===== src/rtl/exu_pkg.sv =====
package exu_pkg;
    localparam int unsigned OP_W = 4;

    typedef enum logic [OP_W-1:0] {
        OP_XOR = 4'd0,
        OP_OR  = 4'd1,
        OP_AND = 4'd2,
        OP_ADD = 4'd3,
        OP_CMP = 4'd4,
        OP_SLL = 4'd8,
        OP_SLR = 4'd9,
        OP_SAL = 4'd10,
        OP_SAR = 4'd11,
        OP_ROL = 4'd12,
        OP_ROR = 4'd13
    } exu_op_e;

    typedef enum logic [1:0] {
        CLS_NONE  = 2'd0,
        CLS_LOGIC = 2'd1,
        CLS_CMP   = 2'd2,
        CLS_SHIFT = 2'd3
    } exu_cls_e;

    function automatic exu_cls_e classify(input logic [OP_W-1:0] op);
        case (op)
            OP_XOR, OP_OR, OP_AND, OP_ADD:                  classify = CLS_LOGIC;
            OP_CMP:                                         classify = CLS_CMP;
            OP_SLL, OP_SLR, OP_SAL, OP_SAR, OP_ROL, OP_ROR: classify = CLS_SHIFT;
            default:                                        classify = CLS_NONE;
        endcase
    endfunction
endpackage


===== src/rtl/exu_logic.sv =====
module exu_logic
    import exu_pkg::*;
#(
    parameter int unsigned DATA_W = 8
) (
    input  logic [OP_W-1:0]   op,
    input  logic [DATA_W-1:0] opa,
    input  logic [DATA_W-1:0] opb,
    output logic [DATA_W-1:0] res,
    output logic              res_zero
);
    logic [DATA_W-1:0] sum_w;
    logic [DATA_W-1:0] diff_w;

    assign sum_w  = opa + opb;
    assign diff_w = opa - opb;

    always_comb begin
        case (op)
            OP_XOR:  res = opa ^ opb;
            OP_OR:   res = opa | opb;
            OP_AND:  res = opa & opb;
            OP_ADD:  res = sum_w;
            OP_CMP:  res = diff_w;
            default: res = opa;
        endcase
    end

    assign res_zero = (res == '0);
endmodule


===== src/rtl/exu_shifter.sv =====
module exu_shifter
    import exu_pkg::*;
#(
    parameter int unsigned DATA_W = 8
) (
    input  logic [OP_W-1:0]   op,
    input  logic [DATA_W-1:0] opa,
    output logic [DATA_W-1:0] res
);
    localparam int unsigned MSB = DATA_W - 1;

    logic [DATA_W-1:0] left_w;
    logic [DATA_W-1:0] right_w;
    logic              left_in;
    logic              right_in;

    always_comb begin
        case (op)
            OP_ROL:  left_in = opa[MSB];
            default: left_in = 1'b0;
        endcase
        case (op)
            OP_SAR:  right_in = 1'b1;
            OP_ROR:  right_in = opa[0];
            default: right_in = 1'b0;
        endcase
    end

    for (genvar i = 0; i < DATA_W; i++) begin : g_bits
        if (i == 0) begin : g_lo
            assign left_w[i]  = left_in;
            assign right_w[i] = opa[i+1];
        end else if (i == MSB) begin : g_hi
            assign left_w[i]  = opa[i-1];
            assign right_w[i] = right_in;
        end else begin : g_mid
            assign left_w[i]  = opa[i-1];
            assign right_w[i] = opa[i+1];
        end
    end

    always_comb begin
        case (op)
            OP_SLL, OP_SAL, OP_ROL: res = left_w;
            OP_SLR, OP_SAR, OP_ROR: res = right_w;
            default:                res = opa;
        endcase
    end
endmodule


===== src/rtl/exu_zflag.sv =====
module exu_zflag (
    input  logic clk,
    input  logic rst,
    input  logic upd,
    input  logic zero_in,
    output logic zero_q
);
    typedef struct packed {
        logic z;
    } zst_t;

    zst_t st_d, st_q;

    always_comb begin
        st_d = st_q;
        if (upd) st_d.z = zero_in;
    end

    always_ff @(posedge clk) begin
        if (rst) st_q <= '0;
        else     st_q <= st_d;
    end

    assign zero_q = st_q.z;

    // a reset edge clears the flag
    p_reset_clear_r11: assert property (@(posedge clk) rst |=> !zero_q)
        else $error("zero flag not cleared by reset");

    // a requested update loads the supplied value
    p_update_load_r4: assert property (@(posedge clk) disable iff (rst)
        upd |=> (zero_q == $past(zero_in)))
        else $error("zero flag update lost");
endmodule


===== src/rtl/exu_alu_shift.sv =====
module exu_alu_shift
    import exu_pkg::*;
#(
    parameter int unsigned DATA_W = 8,
    parameter int unsigned CNT_W  = 3
) (
    input  logic              clk,
    input  logic              rst,
    input  logic              exec_en,
    input  logic [3:0]        op_sel,
    input  logic [DATA_W-1:0] reg_val,
    input  logic [DATA_W-1:0] imm_val,
    input  logic [CNT_W-1:0]  shift_cnt,
    output logic [DATA_W-1:0] result,
    output logic              reg_we,
    output logic              zero_flag
);
    typedef struct packed {
        logic [DATA_W-1:0] res;
        logic              we;
        logic              upd;
        logic              zero;
    } exu_out_t;

    logic [DATA_W-1:0] logic_res;
    logic              logic_zero;
    logic [DATA_W-1:0] shift_res;
    exu_cls_e          cls;
    exu_out_t          out_d;
    logic              unused_cnt;

    assign unused_cnt = ^shift_cnt;
    assign cls        = classify(op_sel);

    exu_logic #(.DATA_W(DATA_W)) u_logic (
        .op       (op_sel),
        .opa      (reg_val),
        .opb      (imm_val),
        .res      (logic_res),
        .res_zero (logic_zero)
    );

    exu_shifter #(.DATA_W(DATA_W)) u_shift (
        .op  (op_sel),
        .opa (reg_val),
        .res (shift_res)
    );

    always_comb begin
        out_d      = '0;
        out_d.res  = reg_val;
        out_d.zero = logic_zero;
        case (cls)
            CLS_LOGIC: begin
                out_d.res = logic_res;
                out_d.we  = exec_en;
                out_d.upd = exec_en;
            end
            CLS_CMP: begin
                out_d.res = logic_res;
                out_d.upd = exec_en;
            end
            CLS_SHIFT: begin
                out_d.res = shift_res;
                out_d.we  = exec_en;
            end
            default: ;
        endcase
    end

    exu_zflag u_zflag (
        .clk     (clk),
        .rst     (rst),
        .upd     (out_d.upd),
        .zero_in (out_d.zero),
        .zero_q  (zero_flag)
    );

    assign result = out_d.res;
    assign reg_we = out_d.we;

    // compare never writes the register
    p_cmp_no_write_r3: assert property (@(posedge clk) disable iff (rst)
        (op_sel == OP_CMP) |-> !reg_we)
        else $error("compare raised write strobe");

    // compare of equal operands sets the flag
    p_cmp_equal_r3: assert property (@(posedge clk) disable iff (rst)
        (exec_en && op_sel == OP_CMP && reg_val == imm_val) |=> zero_flag)
        else $error("equal compare did not set flag");

    // shifts and rotates keep the flag
    p_shift_hold_r7: assert property (@(posedge clk) disable iff (rst)
        (exec_en && op_sel >= 4'd8 && op_sel <= 4'd13) |=> $stable(zero_flag))
        else $error("shift disturbed zero flag");

    // idle cycles neither write nor move the flag
    p_idle_no_write_r9: assert property (@(posedge clk) disable iff (rst)
        !exec_en |-> !reg_we)
        else $error("write strobe while idle");

    p_idle_hold_r9: assert property (@(posedge clk) disable iff (rst)
        !exec_en |=> $stable(zero_flag))
        else $error("flag moved while idle");
endmodule


===== config.mk =====
export PLATFORM = sky130hd
export DESIGN_NAME = exu_alu_shift
export DESIGN_NICKNAME = d
export VERILOG_FILES = /design/src/rtl/exu_pkg.sv /design/src/rtl/exu_logic.sv /design/src/rtl/exu_shifter.sv /design/src/rtl/exu_zflag.sv /design/src/rtl/exu_alu_shift.sv
export SDC_FILE = /design/constraint.sdc
export NUM_CORES = 1
export LEC_CHECK = 0
export BUFFER_PORTS_ARGS = -buffer_cell sky130_fd_sc_hd__buf_4
export CAP_MARGIN = 20
export CORE_ASPECT_RATIO = 1.5
export CORE_MARGIN = 5
export CORE_UTILIZATION = 30
export DETAILED_ROUTE_END_ITERATION = 6
export GPL_ROUTABILITY_DRIVEN = 0
export HOLD_SLACK_MARGIN = 0.12
export MAX_ROUTING_LAYER = met4
export PLACE_DENSITY = 0.57
export SLEW_MARGIN = 30
export SYNTH_ARGS = -nofsm -noshare
export SYNTH_HDL_FRONTEND = slang
export SYNTH_SLANG_ARGS = --single-unit

===== constraint.sdc =====
create_clock -name clk -period 6.6 [get_ports clk]
set_clock_uncertainty 0.2 [all_clocks]
set_input_delay 1.98 -clock clk [delete_from_list [all_inputs] [get_ports clk]]
set_output_delay 1.98 -clock clk [all_outputs]
set_load 0.05 [all_outputs]

## After elaboration in Yosys (flattened, before gate mapping)

Memory sizes are Yosys's and may differ from the RTL's.
Index checks and enable logic that the tools add are counted.

| operators by class | value |
|---|---|
| $add $sub $neg | 2 |
| equal/unequal tests | 13 |
| muxes and demuxes | 7 |
| bitwise operators | 3 |
| reductions and logical operators | 6 |

Operators with widths:

| cell | count |
|---|---|
| $pmux W8 S5 | 1 |
| $pmux W8 S2 | 2 |
| $eq A4 B4 Y1 const B | 6 |
| $add A8 B8 Y8 | 1 |
| $and A8 B8 Y8 | 1 |
| $eq A4 B2 Y1 const B | 2 |
| $logic_not A8 Y1 | 1 |
| $or A8 B8 Y8 | 1 |
| $sub A8 B8 Y8 | 1 |
| $xor A8 B8 Y8 | 1 |
| $reduce_or A3 Y1 | 2 |
| $eq A2 B2 Y1 const B | 2 |
| $eq A4 B1 Y1 const B | 1 |
| $eq A4 B3 Y1 const B | 1 |
| $logic_not A4 Y1 | 1 |
| $reduce_or A2 Y1 | 2 |
| $mux W1 | 3 |
| $eq A2 B1 Y1 const B | 1 |
| $pmux W1 S2 | 1 |

| word-level totals | value |
|---|---|
| flip-flop bits (word level) | 1 |
| ROM bits | 32 |
| output and inout bits | 10 |
| word-level logic and storage cells | 33 |
| memories kept | 1 |

Memories:

| memory | depth | bits a word | read ports | clocked after Yosys merged registers in | wr ports | line | text |
|---|---|---|---|---|---|---|---|
| (name not given) | 16 | 2 | 1 | 0 | 0 | exu_pkg.sv:26 | `case (op)` |

## Longest topological paths before layout

| depth | value |
|---|---|
| word-level depth | 4 |
| depth in mapped cells | 12 |

## By module

A second synthesis with hierarchy kept.

| second synthesis, totals | value |
|---|---|
| cells, all modules | 249 |
| area, all modules | 1,765.4 um^2 |

By module, submodules not included:

| module | times used | cells an instance | area an instance (um^2) | sequential area each (um^2) |
|---|---|---|---|---|
| exu_logic | 1 | 170 | 1,212.4 | 0.0 |
| exu_alu_shift | 1 | 46 | 299.0 | 0.0 |
| exu_shifter | 1 | 30 | 220.2 | 0.0 |
| exu_zflag | 1 | 3 | 33.8 | 20.0 |

## Worst setup path before layout

Ideal clock, no wire load.

| path | value |
|---|---|
| path type | input -> output |
| start point | input port op_sel[1] |
| end point | output port result[7] |
| arrival time | 5.242 ns |
| required time | 4.420 ns |
| slack | -0.822 ns |
| cell stages on the path | 12 |
| path buffers | 1 |
| cell sequence | buf_4 nor4b_4 mux2_2 inv_1 ha_1 nor2b_1 o2111ai_1 a32oi_1 xnor2_1 a221oi_2 o22ai_1 a21boi_0 |

| between the ends | value |
|---|---|
| longest elaborated chain between the ends | 4 |
| elaborated cells between the ends (all ways) | 22 |

Ends and longest elaborated chain:

| what | line | text |
|---|---|---|
| start, declared | exu_alu_shift.sv:10 | `input logic [3:0] op_sel,` |
| $mem_v2 Z16 W2 (tied with other cells) | -- |  |
| $eq A2 B2 Y1 (tied with other cells) | exu_alu_shift.sv:53 | `case (cls)` |
| $reduce_or A2 Y1 (no source line) or $pmux W8 S2 (tied branches) | -- |  |
| $pmux W8 S2 (*) | exu_alu_shift.sv:53 |  |
| end, declared | exu_alu_shift.sv:14 | `output logic [DATA_W-1:0] result,` |

Every way passes the cells marked *; elsewhere a longest branch is shown, timed or not.

## Final worst setup path

| path | value |
|---|---|
| start point | input port op_sel[3] |
| end point | output port result[7] |

The elaborated chain is that of the path after synthesis.

==> metrics.cfg <==
[sta]
slew_headroom_pct = 61.5
worst_pin_slew_ps = 576
report.final.slew_viol_count = 0
period_needed_ps = 6710
setup_viol = 4
post-route-period-util_pct = 102
setup_ws_ps = -109
hold_viol = 0
clock.fmax_mhz = 149
rsz0062_at_grt = yes

[setup_path]
worst_setup_path_start_kind = primary input
worstSetupPathType = in2out
cp_max_fo = 3
crit_arrival_ps = 4530
cp-end-kind = output port
required_ps = 4420

[yosys]
ys_seq_area_share_pct = 1.33
yosys.area.top_type_share_pct = 21.5
synthTopCellsByCount = ha_1 (26), a21oi_1 (25), inv_1 (23)
synthTopCellsByArea = ha_1 (22%), a21oi_1 (8.3%), xnor2_1 (5.8%)
synth_edf_count = 0
syn_area_um2 = 1510
syn_area_per_cell_um2 = 7.02
yosysWarnings = 0
synth_most_common_cell = ha_1
ys_ff_latch = 1
async_flop_share_pct = 0
synth_top_area_cell = ha_1
synth_flop_cell = dfxtp_1
synth_fp_nets = 268
netlist_instances = 215
ys_types = 48

[clock_tree]
cts_hold_buf = 0
clk_latency_ps = 0
path_clk_slew_ps = 0

[die]
die_h_um = 96.9
core-area_um2 = 4850
io_pins = 36
num_rows = 31
start_util_pct = 31.1
die_w_um = 67.9
dieArea_um2 = 6580

[global_routing]
track_usage_pct = 15.3
antenna_found_initial = 0
grt_pass1_vias = 1717
grt.overflow.total = 0
grt_max_degree = 28
grt_pass1_wl_um = 8140

[detailed_routing]
drt-total-wl_um = 4890
num_vias = 1719
drc = 0
avgRoutedWirePerCell_um = 14.7
vias_per_cell = 5.15
dr.pass1.iters = 5
ant_nets = 0
drtIter0Drc = 88

[min_path]
worstHoldPathType = reg2reg

[cells_and_area]
fin_area_um2 = 2260
nets = 323
largest_reg_flops = 1
drive_gt1_share_pct = 39.2
area_delta_synth_final_pct = 50.0
fin_util_pct = 46.7
diodes = 0

[place]
portBuffers = 32
dpl_cell_area_um2 = 2060
dp_hpwl_um = 3870
pre_cts_slack_ps = -185

[outcome]
violations = setup timing
status = finished with violations

[pwr]
power_leakage_nw = 1.05
power_density_nw_per_um2 = 112
ir_worst_vdd_mv = 0.0334

[job]
max_cap_violations = 0

metal layers:
layer / vias up / GRT usage [%] / wire (µm) / share of wire [%]
met5: - / - / 0 / 0
met4: 0 / 1.38 / 87 / 1.8
met3: 4 / 0.116 / 110 / 2.2
met2: 31 / 28.4 / 2700 / 55
met1: 802 / 18.6 / 1990 / 41
li1: 882 / - / - / -
through the flow:
stage / TNS, ps / total power [W] / instances / hold WS (ps)
5_1_grt: -929 / 0.000275 / 334 / 306
6_report: -261 / 0.000254 / 334 / 276
3_3_place_gp: -787 / 0.000222 / 329 / 288
3_5_place_dp: -729 / 0.000224 / 329 / 277
4_1_cts: -327 / 0.000241 / 331 / 280
2_1_floorplan: -86.6 / 0.000154 / 215 / 504
where the power goes:
group	leakage (nW)	internal [W]	switching, W
combinational	1.04	0.000113	0.000134
clock	0	0	0
sequential	0.00805	0.00000619	0.00000000966
total	1.05	0.000120	0.000134
final timing paths:
kind,from,endpoint,slack (ps),depth (start not counted)
worst max-delay path,op_sel[3],result[7],-110,15
worst min register to register,u_zflag.zero_q$_SDFFE_PP0P_,u_zflag.zero_q$_SDFFE_PP0P_,280,2
worst max register to register,u_zflag.zero_q$_SDFFE_PP0P_,u_zflag.zero_q$_SDFFE_PP0P_,5850,2
worst min-delay path,u_zflag.zero_q$_SDFFE_PP0P_,u_zflag.zero_q$_SDFFE_PP0P_,280,2
final cells by class:
cell class | instances | area, µm²
fill | 506 | 2580
multi-input combinational | 179 | 1540
timing repair buffer | 64 | 526
inverter | 24 | 92.6
tap | 66 | 82.6
sequential | 1 | 20.0
layout by cell type (no fill, tap or decap), drive strengths merged, types with 2 or more instances in the layout:
cell and n:
a221oi 6, nand2b 2, mux2 2, o21ai 11, inv 24, a31oi 4, o31ai 2, nor3 4
a2bb2oi 2, a21o 2, o211ai 2, xor2 2, nor2b 5, a211oi 2, nor2 22, buf 64
a32o 2, a21oi 25, xnor2 10, and2 2, nand2 17, a221o 3, ha 26, o2111ai 3
o22ai 3, a32oi 3, or2 2, mux2i 5
repair_timing:
action,in CTS,in global routing
setup buffers,3,4
pin swaps,14,21
endpoints found under the setup margin,5,6
resized for setup,18,16
critical path: stages:
cell       delay, ps
buf_8            100
nor4b_4          320
buf_4            180
buf_6            110
a31oi_4           40
xnor2_1          140
ha_2             370
o2111ai_4        120
buf_6            140
a32oi_2          190
xnor2_1          110
a221oi_2         290
o22ai_1          130
a21boi_2         160
buf_6            150
cells by family (layout without fill, tap and decap cells):
kind of cell | count (synthesis) | count (layout) | share of synthesized area (%)
fa+ha+maj | 27 | 27 | 22.9
mux | 7 | 7 | 4.81
simple gates | 58 | 58 | 18.8
compound gates | 75 | 75 | 34.5
flops | 1 | 1 | 1.33
buf+inv | 35 | 88 | 10.7
xor+xnor | 12 | 12 | 6.96
(Power assumes the default switching activity.)
